==> src/rtl/vdp_ctrl_pkg.sv <==
package vdp_ctrl_pkg;
  localparam int WORD_W = 16;
  localparam int BYTE_W = 8;
  localparam int IDX_W  = 5;
  localparam int CODE_W = 6;
  localparam int ADDR_W = 16;
  localparam int SRC_W  = 2 * BYTE_W + 8;

  localparam logic [IDX_W-1:0] RI_MODE_A  = 5'h00;
  localparam logic [IDX_W-1:0] RI_MODE_B  = 5'h01;
  localparam logic [IDX_W-1:0] RI_MODE_C  = 5'h0B;
  localparam logic [IDX_W-1:0] RI_MODE_D  = 5'h0C;
  localparam logic [IDX_W-1:0] RI_STEP    = 5'h0F;
  localparam logic [IDX_W-1:0] RI_LEN_LO  = 5'h13;
  localparam logic [IDX_W-1:0] RI_LEN_HI  = 5'h14;
  localparam logic [IDX_W-1:0] RI_SRC_LO  = 5'h15;
  localparam logic [IDX_W-1:0] RI_SRC_MID = 5'h16;
  localparam logic [IDX_W-1:0] RI_SRC_HI  = 5'h17;

  localparam logic [WORD_W-1:0] STATUS_IDLE = 16'h3600;

  typedef enum logic [1:0] {TGT_PATTERN = 2'd0, TGT_COLOUR = 2'd1, TGT_VSCROLL = 2'd2} tgt_e;
  typedef enum logic [1:0] {DK_NONE = 2'd0, DK_MEM = 2'd1, DK_FILL = 2'd2, DK_COPY = 2'd3} dkind_e;

  function automatic logic is_reg_write(input logic [WORD_W-1:0] w);
    return w[15:14] == 2'b10;
  endfunction

  function automatic logic [CODE_W-1:0] join_code(input logic [WORD_W-1:0] first,
                                                  input logic [WORD_W-1:0] second);
    return {second[7:4], first[15:14]};
  endfunction

  function automatic logic [ADDR_W-1:0] join_addr(input logic [WORD_W-1:0] first,
                                                  input logic [WORD_W-1:0] second);
    return {second[1:0], first[13:0]};
  endfunction

  function automatic logic [1:0] pick_target(input logic [CODE_W-1:0] code);
    logic [2:0] sel;
    sel = code[3:1];
    if (sel == 3'd0)      return TGT_PATTERN;
    else if (sel == 3'd2) return TGT_VSCROLL;
    else                  return TGT_COLOUR;
  endfunction

  function automatic logic [SRC_W-1:0] src_address(input logic [BYTE_W-1:0] hi,
                                                   input logic [BYTE_W-1:0] mid,
                                                   input logic [BYTE_W-1:0] lo);
    logic [6:0] keep;
    keep = hi[7] ? 7'h3F : 7'h7F;
    return {hi[6:0] & keep, mid, lo, 1'b0};
  endfunction

  function automatic logic [WORD_W-1:0] status_of(input logic busy);
    return STATUS_IDLE | {{(WORD_W-2){1'b0}}, busy, 1'b0};
  endfunction
endpackage

==> src/rtl/vdp_regfile.sv <==
module vdp_regfile
  import vdp_ctrl_pkg::*;
(
  input  logic              clk,
  input  logic              rst_n,
  input  logic              wr_en,
  input  logic [IDX_W-1:0]  idx,
  input  logic [BYTE_W-1:0] wdata,
  output logic [BYTE_W-1:0] mode_a,
  output logic [BYTE_W-1:0] mode_b,
  output logic [BYTE_W-1:0] mode_c,
  output logic [BYTE_W-1:0] mode_d,
  output logic [BYTE_W-1:0] step,
  output logic [BYTE_W-1:0] len_lo,
  output logic [BYTE_W-1:0] len_hi,
  output logic [BYTE_W-1:0] src_lo,
  output logic [BYTE_W-1:0] src_mid,
  output logic [BYTE_W-1:0] src_hi
);
  always_ff @(posedge clk) begin
    if (!rst_n) begin
      mode_a <= '0; mode_b <= '0; mode_c <= '0; mode_d <= '0;
      step   <= '0; len_lo <= '0; len_hi <= '0;
      src_lo <= '0; src_mid <= '0; src_hi <= '0;
    end else if (wr_en) begin
      // indices without storage here (reserved or beyond 0x17) fall to default
      case (idx)
        RI_MODE_A:  mode_a  <= wdata;
        RI_MODE_B:  mode_b  <= wdata;
        RI_MODE_C:  mode_c  <= wdata;
        RI_MODE_D:  mode_d  <= wdata;
        RI_STEP:    step    <= wdata;
        RI_LEN_LO:  len_lo  <= wdata;
        RI_LEN_HI:  len_hi  <= wdata;
        RI_SRC_LO:  src_lo  <= wdata;
        RI_SRC_MID: src_mid <= wdata;
        RI_SRC_HI:  src_hi  <= wdata;
        default: ;
      endcase
    end
  end
endmodule

==> src/rtl/vdp_cmd_latch.sv <==
module vdp_cmd_latch
  import vdp_ctrl_pkg::*;
(
  input  logic              clk,
  input  logic              rst_n,
  input  logic              ctl_wr,
  input  logic [WORD_W-1:0] ctl_wdata,
  input  logic              drop_half,
  output logic              cmpl_evt,
  output logic [CODE_W-1:0] cmpl_code,
  output logic              pending,
  output logic              valid,
  output logic [CODE_W-1:0] code,
  output logic [ADDR_W-1:0] addr,
  output logic [1:0]        target
);
  logic [WORD_W-1:0] first_q;
  logic              half_wr;

  always_comb begin
    half_wr   = ctl_wr && !is_reg_write(ctl_wdata);
    cmpl_evt  = half_wr && pending;
    cmpl_code = join_code(first_q, ctl_wdata);
  end

  always_ff @(posedge clk) begin
    if (!rst_n) begin
      pending <= 1'b0;
      first_q <= '0;
      valid   <= 1'b0;
      code    <= '0;
      addr    <= '0;
      target  <= TGT_PATTERN;
    end else begin
      valid <= cmpl_evt;
      if (half_wr) begin
        if (!pending) begin
          pending <= 1'b1;
          first_q <= ctl_wdata;
        end else begin
          pending <= 1'b0;
          code    <= cmpl_code;
          addr    <= join_addr(first_q, ctl_wdata);
          target  <= pick_target(cmpl_code);
        end
      end else if (drop_half) begin
        pending <= 1'b0;
      end
    end
  end
endmodule

==> src/rtl/vdp_dma_ctl.sv <==
module vdp_dma_ctl
  import vdp_ctrl_pkg::*;
(
  input  logic              clk,
  input  logic              rst_n,
  input  logic              cmpl_evt,
  input  logic [CODE_W-1:0] cmpl_code,
  input  logic [CODE_W-1:0] cur_code,
  input  logic              ext_bus_off,
  input  logic              data_wr,
  input  logic [WORD_W-1:0] data_wdata,
  input  logic              dma_done,
  output logic              start_cmd,
  output logic              start_fill,
  output logic              req,
  output logic [1:0]        kind,
  output logic              busy,
  output logic [WORD_W-1:0] fill_value
);
  always_comb begin
    start_cmd  = cmpl_evt && cmpl_code[5] && (cmpl_code[4] || !ext_bus_off);
    start_fill = data_wr && (cur_code[5:4] == 2'b10);
  end

  always_ff @(posedge clk) begin
    if (!rst_n) begin
      req        <= 1'b0;
      kind       <= DK_NONE;
      busy       <= 1'b0;
      fill_value <= '0;
    end else begin
      req <= start_cmd || start_fill;
      if (start_cmd) begin
        kind <= cmpl_code[4] ? DK_COPY : DK_MEM;
        busy <= 1'b1;
      end else if (start_fill) begin
        kind       <= DK_FILL;
        fill_value <= data_wdata;
        busy       <= 1'b1;
      end else if (dma_done) begin
        busy <= 1'b0;
      end
    end
  end
endmodule

==> src/rtl/vdp_ctrl_decoder.sv <==
module vdp_ctrl_decoder
  import vdp_ctrl_pkg::*;
(
  input  logic              clk,
  input  logic              rst_n,
  input  logic              ctl_wr,
  input  logic [WORD_W-1:0] ctl_wdata,
  input  logic              data_wr,
  input  logic [WORD_W-1:0] data_wdata,
  input  logic              dma_done,
  output logic [WORD_W-1:0] status_word,
  output logic              cmd_pending,
  output logic              cmd_valid,
  output logic [CODE_W-1:0] cmd_code,
  output logic [ADDR_W-1:0] cmd_addr,
  output logic [1:0]        cmd_target,
  output logic              dma_req,
  output logic [1:0]        dma_kind,
  output logic              dma_busy,
  output logic [WORD_W-1:0] fill_value,
  output logic [BYTE_W-1:0] mode_a,
  output logic [BYTE_W-1:0] mode_b,
  output logic [BYTE_W-1:0] mode_c,
  output logic [BYTE_W-1:0] mode_d,
  output logic [BYTE_W-1:0] auto_inc,
  output logic [WORD_W-1:0] dma_len,
  output logic [SRC_W-1:0]  dma_src,
  output logic [1:0]        xfer_bits
);
  // named internal events, also observed by the bound checker
  logic              reg_wr_evt;
  logic              cmd_cmpl_evt;
  logic              fill_evt;
  logic              cmd_start_evt;
  logic [CODE_W-1:0] cmpl_code;
  logic [BYTE_W-1:0] len_lo, len_hi, src_lo, src_mid, src_hi;

  assign reg_wr_evt = ctl_wr && is_reg_write(ctl_wdata);

  vdp_regfile u_regs (
    .clk(clk), .rst_n(rst_n), .wr_en(reg_wr_evt),
    .idx(ctl_wdata[12:8]), .wdata(ctl_wdata[7:0]),
    .mode_a(mode_a), .mode_b(mode_b), .mode_c(mode_c), .mode_d(mode_d),
    .step(auto_inc), .len_lo(len_lo), .len_hi(len_hi),
    .src_lo(src_lo), .src_mid(src_mid), .src_hi(src_hi)
  );

  vdp_cmd_latch u_cmd (
    .clk(clk), .rst_n(rst_n), .ctl_wr(ctl_wr), .ctl_wdata(ctl_wdata),
    .drop_half(fill_evt), .cmpl_evt(cmd_cmpl_evt), .cmpl_code(cmpl_code),
    .pending(cmd_pending), .valid(cmd_valid), .code(cmd_code),
    .addr(cmd_addr), .target(cmd_target)
  );

  vdp_dma_ctl u_dma (
    .clk(clk), .rst_n(rst_n), .cmpl_evt(cmd_cmpl_evt), .cmpl_code(cmpl_code),
    .cur_code(cmd_code), .ext_bus_off(src_hi[7]),
    .data_wr(data_wr), .data_wdata(data_wdata), .dma_done(dma_done),
    .start_cmd(cmd_start_evt), .start_fill(fill_evt),
    .req(dma_req), .kind(dma_kind), .busy(dma_busy), .fill_value(fill_value)
  );

  always_comb begin
    dma_len     = {len_hi, len_lo};
    dma_src     = src_address(src_hi, src_mid, src_lo);
    xfer_bits   = src_hi[7:6];
    status_word = status_of(dma_busy);
  end
endmodule

==> config.mk <==
export PLATFORM = sky130hd
export DESIGN_NAME = vdp_ctrl_decoder
export DESIGN_NICKNAME = d
export VERILOG_FILES = /design/src/rtl/vdp_ctrl_pkg.sv /design/src/rtl/vdp_regfile.sv /design/src/rtl/vdp_cmd_latch.sv /design/src/rtl/vdp_dma_ctl.sv /design/src/rtl/vdp_ctrl_decoder.sv
export SDC_FILE = /design/constraint.sdc
export NUM_CORES = 1
export LEC_CHECK = 0
export BUFFER_PORTS_ARGS = -buffer_cell sky130_fd_sc_hd__clkbuf_2
export CORE_ASPECT_RATIO = 0.9
export CORE_MARGIN = 4
export CORE_UTILIZATION = 50
export DETAILED_ROUTE_END_ITERATION = 6
export GPL_TIMING_DRIVEN = 0
export PLACE_DENSITY = 0.8
export SETUP_SLACK_MARGIN = 0.15
export SLEW_MARGIN = 5
export SYNTH_ARGS = -nofsm -noshare
export SYNTH_HDL_FRONTEND = slang
export SYNTH_SLANG_ARGS = --single-unit
==> constraint.sdc <==
create_clock -name clk -period 1.8 [get_ports clk]
set_input_delay 0.36 -clock clk [delete_from_list [all_inputs] [get_ports clk]]
set_output_delay 0.36 -clock clk [all_outputs]
set_load 0.01 [all_outputs]
==> flow_metrics.env <==
export IMPL_r2r_end="u_cmd.code[5]"
export IMPL_placed_cells=885
export IMPL_critPathKind="reg -> reg"
export IMPL_yosys_top_cells_count="202 x nand2_1, 142 x dfxtp_1, 96 x mux2i_1"
export IMPL_m1WireLength_um=6466
export IMPL_p_leak_uw=0.003439
export IMPL_instances_no_fill=917
export IMPL_die_w_um=118.6
export IMPL_status="complete, no violations"
export IMPL_ys_types=33
export IMPL_drc_errors=0
export IMPL_whs_path_depth=3
export IMPL_tightest_slew_ps=575.9
export IMPL_worstPathArrival_ps=1870
export IMPL_met3_length_um=1229
export IMPL_min_period_ps=1538
export IMPL_synth_area_um2=5504
export IMPL_finalHoldViolCount=0
export IMPL_clkSlewWorstSetupHoldPaths_ps=60
export IMPL_gr_total_overflow=0
export IMPL_period_share_pct=85.45
export IMPL_ir_drop_uv=459.4
export IMPL_insertion_delay_ps=410
export IMPL_fmax_mhz=650.1
export IMPL_min_to="u_dma.fill_value[13]"
export IMPL_grt_pass1_wl_um=22980
export IMPL_hold_class="in -> reg"
export IMPL_clock_sinks=142
export IMPL_ys_seq_elements=142
export IMPL_final_max_slew_viol_count=0
export IMPL_grt_max_degree=17
export IMPL_num_io_pins=181
export IMPL_core_um2=10810
export IMPL_r2r_setup_slack_ps=260
export IMPL_cts_buffers=17
export IMPL_ys_warn_count=0
export IMPL_track_usage_pct=23.13
export IMPL_worst_path_max_fanout=10
export IMPL_place_gp_congestion=0.7930
export IMPL_wire_per_inst_um=16.00
export IMPL_synth_area_leader_cell="dfxtp_1"
export IMPL_cts_tree="built"
export IMPL_worstSetupStartpointType="register"
export IMPL_nets=808
export IMPL_met2_length_um=6772
export IMPL_synthTopCellsByArea="dfxtp_1 52%, mux2i_1 17%, nand2_1 14%"
export IMPL_portBuffers=162
export IMPL_synth_most_common_cell="nand2_1"
export IMPL_holdWs_ps=174.5
export IMPL_async_reset_ff_share_pct=0
export IMPL_cts_root_buf="clkbuf_16"
export IMPL_core_rowCount=36
export IMPL_cp_required_ps=2130
export IMPL_drtAntennaViolNets=0
export IMPL_layout_drive_gt1_share_pct=30.10
export IMPL_syn2layout_area_growth_pct=29.39
export IMPL_hpwl_um=10700
export IMPL_fin_worst_skew_ps=6.009
export IMPL_syn_inst=576
export IMPL_end_kind="register"
export IMPL_p_per_area_nw_per_um2=991.1
export IMPL_num_vias=4582
export IMPL_synth_ff_type="dfxtp_1"
export IMPL_cts_setup_buffers=0
export IMPL_rr_startpoint="u_cmd.pending"
export IMPL_antenna_found_initial=0
export IMPL_firstDrtPassIters=5
export IMPL_drt_iter0_drc=296
export IMPL_synth_top_area_share_pct=51.65
export IMPL_ys_seq_area_share_pct=51.65
export IMPL_grt_pass1_vias=4441
export IMPL_rsz0062_at_grt="false"
export IMPL_min_from="data_wdata[13]"
export IMPL_setup_violations=0
export IMPL_reg2reg_depth=5
export IMPL_synth_edf_count=0
export IMPL_ctsHtreeMaxLevel=4
export IMPL_via_per_inst=4.997
export IMPL_dr_max_layer_used="met4"
export IMPL_num_antenna_cells=0
export IMPL_totalWireLength_um=14670
export IMPL_syn_avg_cell_area_um2=9.556
export IMPL_die_area_um2=12750
export IMPL_maxCapViolCount=0
export IMPL_slew_headroom_pct=61.51
export IMPL_die_height_um=107.5
export IMPL_cts_max_path_buffers=2
export IMPL_start_util_pct=50.91
-- routing by layer --
| metal | vias to the layer above | track usage, % |
|---|---|---|
| met3 | 21 | 8.671 |
| li1 | 2256 | - |
| met5 | - | 0 |
| met2 | 163 | 37.32 |
| met4 | 0 | 5.624 |
| met1 | 2142 | 29.54 |
-- worst max-delay path, cell delays in order, from the launching register on --
cell,delay [ps]
dfxtp_1,340
and2_2,220
nand2_1,140
clkbuf_1,420
nand2_1,140
a21boi_0,200
-- sequential cells by signal (all words and copies together), names as in the netlist, 2 cells and up --
signal            flops
u_regs.mode_c         8
u_regs.mode_b         8
u_regs.step           8
u_cmd.first_q        16
u_cmd.code            6
u_regs.mode_a         8
u_dma.kind            2
u_cmd.addr           16
u_dma.fill_value     16
u_regs.src_lo         8
u_regs.src_mid        8
u_regs.len_hi         8
u_regs.mode_d         8
u_regs.len_lo         8
u_regs.src_hi         8
u_cmd.target          2
-- stage by stage --
step	util (%)	setup slack (ps)	setup TNS [ps]	total power, uW	cell area [um2]
final	65.88	261.9	0	7058	7122
after global routing	65.88	170.4	0	7277	7122
after CTS	65.82	228.5	0	7082	7116
after detailed placement	60.44	-179.8	-2097	3680	6534
after global placement	60.44	-187.3	-3026	3669	6534
after floorplan	-	329.1	0	3520	5557
-- report_power, final --
group,switching (uW),leakage [uW],internal (uW)
clock,1360,0.000272,2080
combinational,261,0.00202,144
sequential,24.7,0.00115,3190
total,1650,0.00344,5410
-- timing repair --
action                                  CTS  global route
endpoints found under the setup margin    0            10
hold buffers                              0             0
resized for setup                         0             3
-- kinds of logic (layout without fill, tap and decap cells) --
| logic type | Yosys count | after routing | share of synthesized area [%] |
|---|---|---|---|
| other | 2 | 16 | 0.1364 |
| AOI/OAI and AO/OA | 47 | 47 | 6.570 |
| and+or+nand+nor | 235 | 235 | 18.69 |
| buffers and inverters | 54 | 248 | 5.501 |
| muxes | 96 | 96 | 17.46 |
| DFF | 142 | 142 | 51.65 |
-- final cells by class --
type | instances | area, um2
multi-input cells | 394 | 2415
well taps | 133 | 166.4
fillers | 916 | 3689
clock buffers | 19 | 442.9
inverters | 4 | 15.01
flip-flops and latches | 142 | 2843
repair buffers | 162 | 810.8
clock inverters | 13 | 138.9
plain buffers | 50 | 290.3
-- cell usage in the layout (no fill, tap or decap), types with 2 or more instances in the layout --
master,n
clkbuf_2,162
buf_4,20
inv_1,4
bufinv_16,2
nand3_2,5
clkbuf_1,21
clkbuf_16,17
inv_6,3
clkinv_2,3
nand2_1,201
nor2b_1,4
dfxtp_1,142
a21boi_1,2
nor2_1,3
buf_6,2
clkinvlp_4,5
conb_1,16
and2_1,3
buf_2,7
and3_1,3
nand3_1,3
a21boi_0,40
mux2i_1,96
-- worst max path at each step --
stage	start	to	cells after the start
floorplan	ctl_wdata[10]	u_regs.src_mid[0]	4
global placement	rst_n	u_regs.step[6]	4
detailed placement	rst_n	u_regs.mode_c[6]	4
CTS	rst_n	u_regs.mode_c[6]	4
global route	u_cmd.pending	u_cmd.addr[9]	5
finish	u_cmd.pending	u_cmd.code[5]	5
(Power assumes the default switching activity.)
